<file path="config.mk">
export PLATFORM = sky130hd
export DESIGN_NAME = mux_bus_master
export DESIGN_NICKNAME = d
export VERILOG_FILES = /design/src/rtl/mbm_pkg.sv /design/src/rtl/mbm_sync.sv /design/src/rtl/mbm_datapath.sv /design/src/rtl/mbm_ctrl.sv /design/src/rtl/mux_bus_master.sv
export SDC_FILE = /design/constraint.sdc
export NUM_CORES = 1
export LEC_CHECK = 0
export BUFFER_PORTS_ARGS = -buffer_cell sky130_fd_sc_hd__buf_2
export CAP_MARGIN = 20
export CORE_UTILIZATION = 47
export DETAILED_ROUTE_END_ITERATION = 12
export MAX_ROUTING_LAYER = met4
export PLACE_DENSITY = 0.76
export SLEW_MARGIN = 20
export SYNTH_ARGS = -nofsm -noshare
export SYNTH_HDL_FRONTEND = slang
export SYNTH_SLANG_ARGS = --single-unit
</file>
<file path="constraint.sdc">
create_clock -name clk -period 1.8 [get_ports clk]
set_input_delay 0.18 -clock clk [delete_from_list [all_inputs] [get_ports clk]]
set_output_delay 0.18 -clock clk [all_outputs]
set_load 0.02 [all_outputs]
</file>
<file path="src/rtl/mbm_pkg.sv">
package mbm_pkg;

  typedef enum logic [2:0] {
    ST_IDLE,
    ST_ADDR,
    ST_SETUP,
    ST_STROBE,
    ST_RELEASE
  } busState_t;

  // strobes from control to datapath
  typedef struct packed {
    logic loadReq;    // latch the local request
    logic driveAddr;  // address phase on shared lines
    logic driveData;  // write data on shared lines
    logic dataPhase;  // data phase in progress
    logic captureRd;  // store read data from the lines
  } dpCtrl_t;

endpackage

</file>
<file path="src/rtl/mbm_sync.sv">
module mbm_sync #(
  parameter int STAGES = 2
) (
  input  logic clk,
  input  logic rstN,
  input  logic asyncIn,
  output logic syncOut
);

  logic [STAGES-1:0] stageQ;

  generate
    for (genvar i = 0; i < STAGES; i++) begin : g_stage
      if (i == 0) begin : g_first
        always_ff @(posedge clk or negedge rstN) begin
          if (!rstN) stageQ[0] <= 1'b0;
          else       stageQ[0] <= asyncIn;
        end
      end else begin : g_next
        always_ff @(posedge clk or negedge rstN) begin
          if (!rstN) stageQ[i] <= 1'b0;
          else       stageQ[i] <= stageQ[i-1];
        end
      end
    end
  endgenerate

  assign syncOut = stageQ[STAGES-1];

endmodule

</file>
<file path="src/rtl/mbm_datapath.sv">
module mbm_datapath
  import mbm_pkg::*;
#(
  parameter int ADDR_W       = 22,
  parameter int DATA_W       = 16,
  parameter int IO_BANK_BITS = 9
) (
  input  logic              clk,
  input  logic              rstN,
  input  dpCtrl_t           ctrl,
  input  logic              reqWrite,
  input  logic              reqByte,
  input  logic [ADDR_W-1:0] reqAddr,
  input  logic [DATA_W-1:0] reqWdata,
  input  logic [DATA_W-1:0] busAdIn,
  output logic              isWrite,
  output logic [ADDR_W-1:0] busAdOut,
  output logic              busAdOe,
  output logic              busIoSel,
  output logic              busByte,
  output logic [DATA_W-1:0] rdData
);

  localparam int LANE_W = DATA_W / 2;
  localparam int PAD_W  = ADDR_W - DATA_W;

  logic [ADDR_W-1:0] addrQ;
  logic [DATA_W-1:0] wdataQ;
  logic              writeQ;
  logic              byteQ;
  logic [DATA_W-1:0] rdQ;
  logic [ADDR_W-1:0] addrOnBus;
  logic [DATA_W-1:0] wLane;
  logic [DATA_W-1:0] rdNext;
  logic              ioPage;

  always_ff @(posedge clk or negedge rstN) begin
    if (!rstN) begin
      addrQ  <= '0;
      wdataQ <= '0;
      writeQ <= 1'b0;
      byteQ  <= 1'b0;
    end else if (ctrl.loadReq) begin
      addrQ  <= reqAddr;
      wdataQ <= reqWdata;
      writeQ <= reqWrite;
      byteQ  <= reqByte;
    end
  end

  // word accesses always go out on an even byte address
  assign addrOnBus = byteQ ? addrQ : {addrQ[ADDR_W-1:1], 1'b0};
  assign ioPage    = &addrQ[ADDR_W-1 -: IO_BANK_BITS];

  // byte lane steering for writes
  always_comb begin
    case ({byteQ, addrQ[0]})
      2'b10:   wLane = {{LANE_W{1'b0}}, wdataQ[LANE_W-1:0]};
      2'b11:   wLane = {wdataQ[LANE_W-1:0], {LANE_W{1'b0}}};
      default: wLane = wdataQ;
    endcase
  end

  // byte lane selection for reads
  always_comb begin
    case ({byteQ, addrQ[0]})
      2'b10:   rdNext = {{LANE_W{1'b0}}, busAdIn[LANE_W-1:0]};
      2'b11:   rdNext = {{LANE_W{1'b0}}, busAdIn[DATA_W-1:LANE_W]};
      default: rdNext = busAdIn;
    endcase
  end

  always_ff @(posedge clk or negedge rstN) begin
    if (!rstN)              rdQ <= '0;
    else if (ctrl.captureRd) rdQ <= rdNext;
  end

  always_comb begin
    if (ctrl.driveAddr)      busAdOut = addrOnBus;
    else if (ctrl.driveData) busAdOut = {{PAD_W{1'b0}}, wLane};
    else                     busAdOut = '0;
  end

  assign busAdOe  = ctrl.driveAddr | ctrl.driveData;
  assign busIoSel = ctrl.driveAddr & ioPage;
  assign busByte  = ctrl.dataPhase & byteQ & writeQ;
  assign isWrite  = writeQ;
  assign rdData   = rdQ;

  AST_IOSEL_IN_ADDR: assert property (@(posedge clk) disable iff (!rstN)
    busIoSel |-> (busAdOe && !ctrl.dataPhase)) else $error("ioSel outside address phase");

  AST_RDATA_HELD: assert property (@(posedge clk) disable iff (!rstN)
    !ctrl.captureRd |=> $stable(rdData)) else $error("read data changed without capture");

  AST_BYTE_NO_ADDR: assert property (@(posedge clk) disable iff (!rstN)
    busByte |-> !ctrl.driveAddr) else $error("byte mode during address phase");

endmodule

</file>
<file path="src/rtl/mbm_ctrl.sv">
module mbm_ctrl
  import mbm_pkg::*;
#(
  parameter int TIMEOUT_CYCLES = 1024
) (
  input  logic    clk,
  input  logic    rstN,
  input  logic    reqValid,
  input  logic    isWrite,
  input  logic    replySync,
  output logic    reqReady,
  output logic    busSync,
  output logic    busDin,
  output logic    busDout,
  output logic    rspDone,
  output logic    rspErr,
  output dpCtrl_t dpCtrl
);

  localparam int TIMER_W = $clog2(TIMEOUT_CYCLES + 1);
  localparam logic [TIMER_W-1:0] TIMER_LAST = TIMER_W'(TIMEOUT_CYCLES - 1);

  busState_t         state, stateNext;
  logic [TIMER_W-1:0] timer, timerNext;
  logic              doneNext, errNext;
  logic              timeoutHit;
  logic              strobeOn;

  assign timeoutHit = (timer == TIMER_LAST);

  always_comb begin
    stateNext = state;
    timerNext = '0;
    doneNext  = 1'b0;
    errNext   = 1'b0;
    case (state)
      ST_IDLE:  if (reqValid) stateNext = ST_ADDR;
      ST_ADDR:  stateNext = ST_SETUP;
      ST_SETUP: stateNext = ST_STROBE;
      ST_STROBE: begin
        if (replySync) begin
          stateNext = ST_RELEASE;          // reply wins over expiry
        end else if (timeoutHit) begin
          stateNext = ST_IDLE;
          errNext   = 1'b1;
        end else begin
          timerNext = timer + 1'b1;
        end
      end
      ST_RELEASE: begin
        if (!replySync) begin
          stateNext = ST_IDLE;
          doneNext  = 1'b1;
        end else if (timeoutHit) begin
          stateNext = ST_IDLE;
          errNext   = 1'b1;
        end else begin
          timerNext = timer + 1'b1;
        end
      end
      default: stateNext = ST_IDLE;
    endcase
  end

  always_ff @(posedge clk or negedge rstN) begin
    if (!rstN) begin
      state   <= ST_IDLE;
      timer   <= '0;
      rspDone <= 1'b0;
      rspErr  <= 1'b0;
    end else begin
      state   <= stateNext;
      timer   <= timerNext;
      rspDone <= doneNext;
      rspErr  <= errNext;
    end
  end

  assign strobeOn = (state == ST_STROBE);
  assign reqReady = (state == ST_IDLE);
  assign busSync  = (state != ST_IDLE);
  assign busDin   = strobeOn & ~isWrite;
  assign busDout  = strobeOn & isWrite;

  always_comb begin
    dpCtrl.loadReq   = (state == ST_IDLE) & reqValid;
    dpCtrl.driveAddr = (state == ST_ADDR);
    dpCtrl.dataPhase = (state == ST_SETUP) | (state == ST_STROBE) | (state == ST_RELEASE);
    dpCtrl.driveData = dpCtrl.dataPhase & isWrite;
    dpCtrl.captureRd = strobeOn & replySync & ~isWrite;
  end

  AST_STROBE_EXCL: assert property (@(posedge clk) disable iff (!rstN)
    !(busDin && busDout)) else $error("both strobes high");

  AST_STROBE_HOLD: assert property (@(posedge clk) disable iff (!rstN)
    ((busDin || busDout) && !replySync && !timeoutHit) |=> (busDin || busDout))
    else $error("strobe dropped before reply");

  AST_STROBE_IN_SYNC: assert property (@(posedge clk) disable iff (!rstN)
    (busDin || busDout) |-> busSync) else $error("strobe outside sync");

  AST_DONE_ERR_EXCL: assert property (@(posedge clk) disable iff (!rstN)
    !(rspDone && rspErr)) else $error("done and error together");

  AST_TIMER_BOUND: assert property (@(posedge clk) disable iff (!rstN)
    timer <= TIMER_LAST) else $error("timer overflow");

  AST_DONE_PULSE: assert property (@(posedge clk) disable iff (!rstN)
    rspDone |=> !rspDone) else $error("done longer than one cycle");

  AST_ERR_IDLE: assert property (@(posedge clk) disable iff (!rstN)
    rspErr |-> (reqReady && !busSync)) else $error("error without return to idle");

endmodule

</file>
<file path="src/rtl/mux_bus_master.sv">
module mux_bus_master
  import mbm_pkg::*;
#(
  parameter int ADDR_W         = 22,
  parameter int DATA_W         = 16,
  parameter int IO_BANK_BITS   = 9,
  parameter int TIMEOUT_CYCLES = 1024,
  parameter int SYNC_STAGES    = 2
) (
  input  logic              clk,
  input  logic              rstN,
  input  logic              reqValid,
  output logic              reqReady,
  input  logic              reqWrite,
  input  logic              reqByte,
  input  logic [ADDR_W-1:0] reqAddr,
  input  logic [DATA_W-1:0] reqWdata,
  output logic              rspDone,
  output logic              rspErr,
  output logic [DATA_W-1:0] rspRdata,
  output logic [ADDR_W-1:0] busAdOut,
  output logic              busAdOe,
  input  logic [DATA_W-1:0] busAdIn,
  output logic              busSync,
  output logic              busDin,
  output logic              busDout,
  output logic              busByte,
  output logic              busIoSel,
  input  logic              busReply
);

  dpCtrl_t dpCtrl;
  logic    replySync;
  logic    isWrite;

  mbm_sync #(.STAGES(SYNC_STAGES)) i_replySync (
    .clk     (clk),
    .rstN    (rstN),
    .asyncIn (busReply),
    .syncOut (replySync)
  );

  mbm_ctrl #(.TIMEOUT_CYCLES(TIMEOUT_CYCLES)) i_ctrl (
    .clk       (clk),
    .rstN      (rstN),
    .reqValid  (reqValid),
    .isWrite   (isWrite),
    .replySync (replySync),
    .reqReady  (reqReady),
    .busSync   (busSync),
    .busDin    (busDin),
    .busDout   (busDout),
    .rspDone   (rspDone),
    .rspErr    (rspErr),
    .dpCtrl    (dpCtrl)
  );

  mbm_datapath #(
    .ADDR_W       (ADDR_W),
    .DATA_W       (DATA_W),
    .IO_BANK_BITS (IO_BANK_BITS)
  ) i_datapath (
    .clk      (clk),
    .rstN     (rstN),
    .ctrl     (dpCtrl),
    .reqWrite (reqWrite),
    .reqByte  (reqByte),
    .reqAddr  (reqAddr),
    .reqWdata (reqWdata),
    .busAdIn  (busAdIn),
    .isWrite  (isWrite),
    .busAdOut (busAdOut),
    .busAdOe  (busAdOe),
    .busIoSel (busIoSel),
    .busByte  (busByte),
    .rdData   (rspRdata)
  );

endmodule

</file>
==> run_results.csv, run 1 <==
group,metric,value,unit
cells_and_area,diodes,0,
detailed_routing,drtIter0Drc,112,
die,coreArea,0.007370,sq mm
logic_synthesis,yosysSeqAreaShare,50.72,%
logic_synthesis,synth_top_area_cell,"dfrtp_1",
run_status,outcome,"finished with violations",
clock_tree,cts_tree,"done",
logic_synthesis,yosys.area_share.simple,11.99,%
detailed_routing,wire_per_inst,17.07,um
logic_synthesis,synth_seq_cells,74,
timing,finalHoldViolations,0,
logic_synthesis,ys_types,42,
timing,period_needed,1916,ps
power_and_ir_drop,p_total,9.343,mW
clock_tree,root_buffer,"clkbuf_8",
timing,timing.final.ws_setup,-115.9,ps
setup_path,worstSetupEndpointType,"flop",
setup_path,crit_arrival,2140,ps
global_routing,grt_overflow,0,
power_and_ir_drop,vdd_drop_max,1.002,mV
placement,placedCellCount,491,
global_routing,grtUsageTotal,23.04,%
logic_synthesis,synth_fa_ha_area_share,0.3427,%
logic_synthesis,syn_area,0.003651,sq mm
logic_synthesis,synth_top_family_by_area,"multiplexers",
global_routing,grt_max_degree,46,
detailed_routing,antenna_left,0,
placement,gp_congestion,0.7974,
clock_tree,insertion_delay,350,ps
placement,io_buffers,106,
detailed_routing,wirelength,8912,um
cells_and_area,drive_above_1_share,54.85,%
logic_synthesis,ys.flop_type,"dfrtp_1",
timing,grt_setup_unrepaired,"yes",
setup_path,r2r_slack,-120,ps
setup_path,required,2030,ps
clock_tree,clock_sinks,74,
flow_run,max-cap-violations,0,
detailed_routing,drc,0,
timing,fmax,522.0,MHz
logic_synthesis,synth_nets,349,
clock_tree,path_clk_slew,80,ps
min_path,hold_start,"reqWdata[2]",
clock_tree,cts_buffers,9,
logic_synthesis,synth_compound_area_share,9.836,%
die,start_util,49.54,%
logic_synthesis,synth_edf_count,0,
timing,setup_viol,54,
setup_path,worst-r2r-cell-count,6,
cells_and_area,fin_area,0.005011,sq mm
die,rows,31,
logic_synthesis,avgSynthCellArea,12.68,sq um
placement,place_ws,6.947,ps
min_path,worstHoldPathType,"in2reg",
logic_synthesis,synth_commonest_cells,"dfrtp_1, mux2_4, nor2b_1, a31oi_1, o21ai_0",
detailed_routing,vias_per_cell,5.381,
logic_synthesis,synthCells,288,
logic_synthesis,yosys_warnings,0,
timing,finalCritPeriodShare,106.4,%
logic_synthesis,synth_mux_area_share,21.11,%
setup_path,crit_path_start_kind,"flop",
timing,slew_headroom,63.44,%
timing,setup-tns-final,-4076,ps
die,die_area,0.008124,sq mm
logic_synthesis,synth_xor_area_share,0.9596,%
global_routing,antenna_found_initial,0,
global_routing,grt_pass1_vias,2852,
die,die_w,90.14,um
timing,drv_slew,0,
setup_path,worstSetupPathType,"reg2reg",
timing,fin_skew,10.84,ps
clock_tree,htree_levels,3,
placement,place_area,0.004324,sq mm
global_routing,grt_pass1_wl,14280,um
placement,dpl.hpwl,5842,um
setup_path,timing.rr.start,"i_ctrl.state[1]$_DFFE_PN0P_",
power_and_ir_drop,leakage,2.390,nW
setup_path,cp_max_fo,15,
detailed_routing,firstDrtPassIters,6,
cells_and_area,nets,479,
clock_tree,cts_buffer_depth,2,
power_and_ir_drop,power_density,1864,mW/mm^2
logic_synthesis,netlist.area_leader.share,50.72,%
logic_synthesis,yosysMostFrequentCell,"dfrtp_1",
setup_path,rr_endpoint,"i_datapath.wdataQ[13]$_DFFE_PN0P_",
die,die_h,90.14,um
cells_and_area,fin_cells,522,
run_status,violations,"setup timing",
die,io_pins,107,
min_path,whs_path_depth,2,
detailed_routing,num_vias,2809,
logic_synthesis,async_flop_share,100.0,%
timing,tightest_slew,547.1,ps
logic_synthesis,yosys-top-cells-area,"dfrtp_1, mux2_4, nor2b_1, a31oi_1, buf_12",
cells_and_area,area_delta_synth_final,37.25,%
min_path,whs_endpoint,"i_datapath.wdataQ[2]$_DFFE_PN0P_",
through the flow:
step / hold WS, ps / utilization, %
final: 55.87 / 68.00
after global routing: 48.47 / 68.00
after CTS: 47.52 / 65.70
after detailed placement: 143.2 / 58.68
after global placement: 141.2 / 58.68
after floorplan: -115.6 / -
registers in the layout, indices dropped and copies added, names as in the netlist:
name	flops
i_replySync.syncOut	1
i_datapath.isWrite	1
i_ctrl.timer	11
i_datapath.addrQ	22
i_replySync.stageQ	1
i_datapath.wdataQ	16
i_ctrl.rspDone	1
i_datapath.byteQ	1
i_ctrl.rspErr	1
i_ctrl.state	3
i_datapath.rdData	16
kinds of logic (layout without fill, tap and decap cells):
group	count (synthesis)	after routing
compound gates	57	57
xor+xnor	4	4
fa+ha+maj	1	1
buf+inv	23	158
flops	74	74
mux	56	56
simple gates	73	73
cell usage in the layout, fill, tap and decap left out, types with 6 or more instances in the layout:
master | synthesis | layout
a21oi_1 | 9 | 9
a31oi_1 | 16 | 16
a32o_2 | 0 | 6
buf_12 | 5 | 7
buf_2 | 7 | 80
buf_4 | 0 | 29
buf_6 | 1 | 17
clkbuf_8 | 0 | 11
dfrtp_1 | 74 | 71
mux2_2 | 8 | 8
mux2_4 | 40 | 40
mux2i_1 | 8 | 8
nand2_1 | 13 | 7
nor2b_1 | 20 | 19
o21ai_0 | 16 | 7
what timing repair did:
item / CTS / global route
hold endpoints to repair: 30 / 0
resized for setup: 63 / 27
setup buffers: 5 / 6
setup endpoints to repair: 21 / 65
hold buffers: 2 / 0
cloned: 1 / 2
pin swaps: 12 / 5
per-layer routing:
layer / up-vias / GRT usage (%) / routed length [um]
met5: - / - / 0
met4: 0 / 10.22 / 150
met3: 12 / 3.638 / 334
met2: 88 / 36.45 / 4338
met1: 1402 / 29.37 / 4089
li1: 1307 / - / -
worst max-delay path: stages (launching register included):
cell     delay, ps
dfrtp_2        470
buf_4          160
or3_4          350
inv_4           70
and2_4         250
buf_12         200
mux2_4         310
power breakdown:
part           leakage (nW)  total (mW)  switching [mW]  internal [mW]
registers             0.896        2.85           0.508           2.34
clock network         0.123        1.62           0.626          0.998
logic                  1.37        4.87            2.28           2.59
total                  2.39        9.34            3.41           5.93
worst max-delay path by stage:
stage / start / to / slack, ps / depth (start not counted)
2_1_floorplan: i_ctrl.state[1]$_DFFE_PN0P_ / i_datapath.addrQ[0]$_DFFE_PN0P_ / -10 / 7
3_3_place_gp: i_ctrl.state[1]$_DFFE_PN0P_ / i_ctrl.timer[4]$_DFF_PN0_ / 80 / 4
4_1_cts: i_ctrl.state[1]$_DFFE_PN0P_ / busAdOut[5] / -80 / 5
5_1_grt: i_ctrl.state[1]$_DFFE_PN0P_ / i_datapath.byteQ$_DFFE_PN0P_ / -150 / 6
3_5_place_dp: i_ctrl.state[1]$_DFFE_PN0P_ / i_ctrl.timer[4]$_DFF_PN0_ / 7 / 4
6_report: i_ctrl.state[1]$_DFFE_PN0P_ / i_datapath.wdataQ[13]$_DFFE_PN0P_ / -120 / 6
final cells by class:
class                   count  area [sq um]
multi-input cells         191          1727
well taps                  99         123.9
inverters                   4         17.52
clock buffers              12         155.1
fillers                   548          2359
repair buffers            138          1035
flip-flops and latches     74          1856
clock inverters             4         97.59
Power figures use the tool's default switching activity.
==> run 2, diff against run 1 <==
--- a/config.mk
+++ b/config.mk
@@ -5,12 +5,13 @@
 export SDC_FILE = /design/constraint.sdc
 export NUM_CORES = 1
 export LEC_CHECK = 0
+export ABC_AREA = 1
 export BUFFER_PORTS_ARGS = -buffer_cell sky130_fd_sc_hd__buf_2
 export CAP_MARGIN = 20
 export CORE_UTILIZATION = 47
 export DETAILED_ROUTE_END_ITERATION = 12
 export MAX_ROUTING_LAYER = met4
-export PLACE_DENSITY = 0.76
+export PLACE_DENSITY = 0.77
 export SLEW_MARGIN = 20
 export SYNTH_ARGS = -nofsm -noshare
 export SYNTH_HDL_FRONTEND = slang
==> run 2 against run 1 <==
  * Routed wire length rose by 8.1%
  * Maximum frequency is 1.5% higher
  * Clock power rose by 6%
  * Register-to-register slack improved by 370 ps
  * Largest cell class unchanged
  * Sequential power shrank 2%
  * Utilization is 2.3 points lower
  * Final cell count is 32% higher
  * The run still ends with setup timing left
  * Sequential share of layout area is 1.3 points higher
  * Synthesized cell count increased by 61%
  * Sequential cell count did not move
==> run_results.csv, run 2 <==
group,metric,value,unit
run_status,outcome,"finished with violations",
run_status,violations,"setup timing",
logic_synthesis,ys.flop_type,"dfrtp_1",
detailed_routing,firstDrtPassIters,5,
detailed_routing,drtIter0Drc,154,
timing,setup_viol,19,
logic_synthesis,yosys_warnings,0,
placement,io_buffers,106,
timing,grt_setup_unrepaired,"yes",
timing,fmax,530.0,MHz
cells_and_area,regMostFlops,"i_datapath.addrQ",
logic_synthesis,synth_edf_count,0,
cells_and_area,fin_cells,689,
cells_and_area,nets,646,
die,start_util,49.17,%
timing,setup-tns-final,-745.5,ps
die,die_area,0.008065,sq mm
die,die_w,89.81,um
logic_synthesis,synth_nets,525,
clock_tree,cts_buffer_depth,2,
timing,slew_headroom,69.52,%
logic_synthesis,synth_top_area_cell,"dfrtp_1",
cells_and_area,final_common_cell,"nand2_1",
logic_synthesis,yosysSeqAreaShare,51.10,%
global_routing,grt_overflow,0,
global_routing,grtUsageTotal,25.38,%
power_and_ir_drop,vdd_drop_max,1.058,mV
global_routing,grt_max_degree,34,
die,rows,31,
global_routing,grt_pass1_vias,3396,
detailed_routing,wire_per_inst,13.98,um
timing,finalHoldViolations,0,
timing,drv_slew,0,
timing,fin_skew,9.781,ps
logic_synthesis,yosysMostFrequentCell,"nand2_1",
logic_synthesis,avgSynthCellArea,7.809,sq um
die,coreArea,0.007370,sq mm
detailed_routing,antenna_left,0,
global_routing,antenna_found_initial,0,
detailed_routing,vias_per_cell,5.180,
cells_and_area,layout_common_cells,"nand2_1, buf_2, dfrtp_1, nand3_1, nor2_1",
setup_path,timing.rr.start,"i_ctrl.state[1]$_DFFE_PN0P_",
clock_tree,insertion_delay,350,ps
cells_and_area,drive_above_1_share,33.73,%
placement,gp_congestion,0.8951,
logic_synthesis,yosys-top-cells-area,"dfrtp_1, nand2_1, nand3_1, nor2_1, o21ai_2",
setup_path,worstSetupPathType,"reg2out",
logic_synthesis,syn_area,0.003623,sq mm
power_and_ir_drop,leakage,2.622,nW
cells_and_area,diodes,0,
power_and_ir_drop,power_density,1829,mW/mm^2
placement,placedCellCount,660,
die,io_pins,107,
clock_tree,clock_sinks,74,
setup_path,required,1620,ps
setup_path,cp_max_fo,8,
clock_tree,htree_levels,3,
clock_tree,root_buffer,"clkbuf_8",
detailed_routing,num_vias,3569,
logic_synthesis,synthCells,464,
placement,dpl.hpwl,6612,um
setup_path,crit_arrival,1710,ps
cells_and_area,area_delta_synth_final,33.53,%
logic_synthesis,synth_commonest_cells,"nand2_1, dfrtp_1, nand3_1, nor2_1, inv_1",
detailed_routing,drc,0,
timing,period_needed,1887,ps
min_path,worstHoldPathType,"in2reg",
clock_tree,path_clk_slew,80,ps
die,die_h,89.81,um
setup_path,worstSetupEndpointType,"output pin",
cells_and_area,fill_cells,618,
clock_tree,cts_tree,"done",
logic_synthesis,async_flop_share,100.0,%
cells_and_area,largest_reg_flops,22,
detailed_routing,wirelength,9630,um
logic_synthesis,synth_seq_cells,74,
global_routing,grt_pass1_wl,15780,um
logic_synthesis,ys_types,26,
timing,tightest_slew,457.1,ps
flow_run,max-cap-violations,0,
timing,hold_ws,57.59,ps
timing,timing.final.ws_setup,-86.79,ps
setup_path,cp-startpoint,"i_ctrl.state[2]$_DFFE_PN0P_",
setup_path,crit_path_start_kind,"flop",
min_path,hold_start,"reqAddr[0]",
placement,place_ws,-24.87,ps
clock_tree,cts_buffers,9,
logic_synthesis,netlist.area_leader.share,51.10,%
timing,finalCritPeriodShare,104.8,%
## run 2: kinds of logic (layout without fill, tap and decap cells)
kind of cell	count (synthesis)	after routing	share of synthesized area, %
AOI/OAI and AO/OA	23	23	4.178
buffers and inverters	46	172	6.319
DFF	74	74	51.11
adders and majority gates	1	1	0.3452
xor gates and xnor gates	4	4	0.9670
and+or+nand+nor	316	316	37.09
## run 2: critical path, cell delays in order, from the launching register on
cell,delay (ps)
dfrtp_2,410
buf_6,130
nor3_4,270
buf_6,160
buf_12,140
nand2_2,60
nand2_2,80
buf_6,120
## run 2: path summary, 6_finish.rpt
kind                                                           to  slack, ps  cells past startpoint
worst max-delay path                                  busAdOut[1]        -90                      7
worst min-delay path              i_datapath.addrQ[0]$_DFFE_PN0P_         60                      3
worst max register to register   i_datapath.addrQ[21]$_DFFE_PN0P_        250                      8
worst min register to register      i_replySync.syncOut$_DFF_PN0_        360                      0
max in group asynchronous       i_datapath.rdData[14]$_DFFE_PN0P_        910                      3
min in group asynchronous                 i_ctrl.rspErr$_DFF_PN0_        330                      2
## run 2: where the power goes
group	leakage (nW)	internal [mW]	switching (mW)	total (mW)
combinational	1.57	1.67	2.67	4.35
clock	0.134	1.10	0.610	1.71
sequential	0.921	2.32	0.477	2.79
total	2.62	5.09	3.76	8.85
## run 2: metrics by stage
step / total power [mW] / instance area (sq um) / util, %
3_3_place_gp: 6.277 / 4252 / 57.69
2_1_floorplan: 5.215 / 3623 / -
5_1_grt: 9.408 / 4838 / 65.65
3_5_place_dp: 6.383 / 4252 / 57.69
4_1_cts: 8.563 / 4710 / 63.90
6_report: 8.850 / 4838 / 65.65
## run 2: final cells by class
type / instances / area [sq um] / area share (%)
clock inverter: 5 / 125.1 / 2.586
multi-input combinational: 344 / 1628 / 33.64
inverter: 24 / 93.84 / 1.939
timing repair buffer: 132 / 870.8 / 18.00
clock buffer: 11 / 141.4 / 2.922
tap: 99 / 123.9 / 2.560
sequential: 74 / 1856 / 38.35
## run 2: routing by layer
metal / global-route usage, % / up-vias / part of all wire [%]
met4: 9.153 / 0 / 2.1
met2: 40.38 / 190 / 48
met1: 31.94 / 1653 / 42
li1: - / 1704 / -
met3: 5.668 / 22 / 8.2
met5: - / - / 0
## run 2: timing repair
item / CTS / global route
endpoints found under the hold margin: 32 / 0
hold buffers: 2 / 0
buffers inserted: 8 / 2
gates cloned: 1 / 0
resized for setup: 30 / 41
pin swaps: 3 / 9
endpoints found under the setup margin: 24 / 25
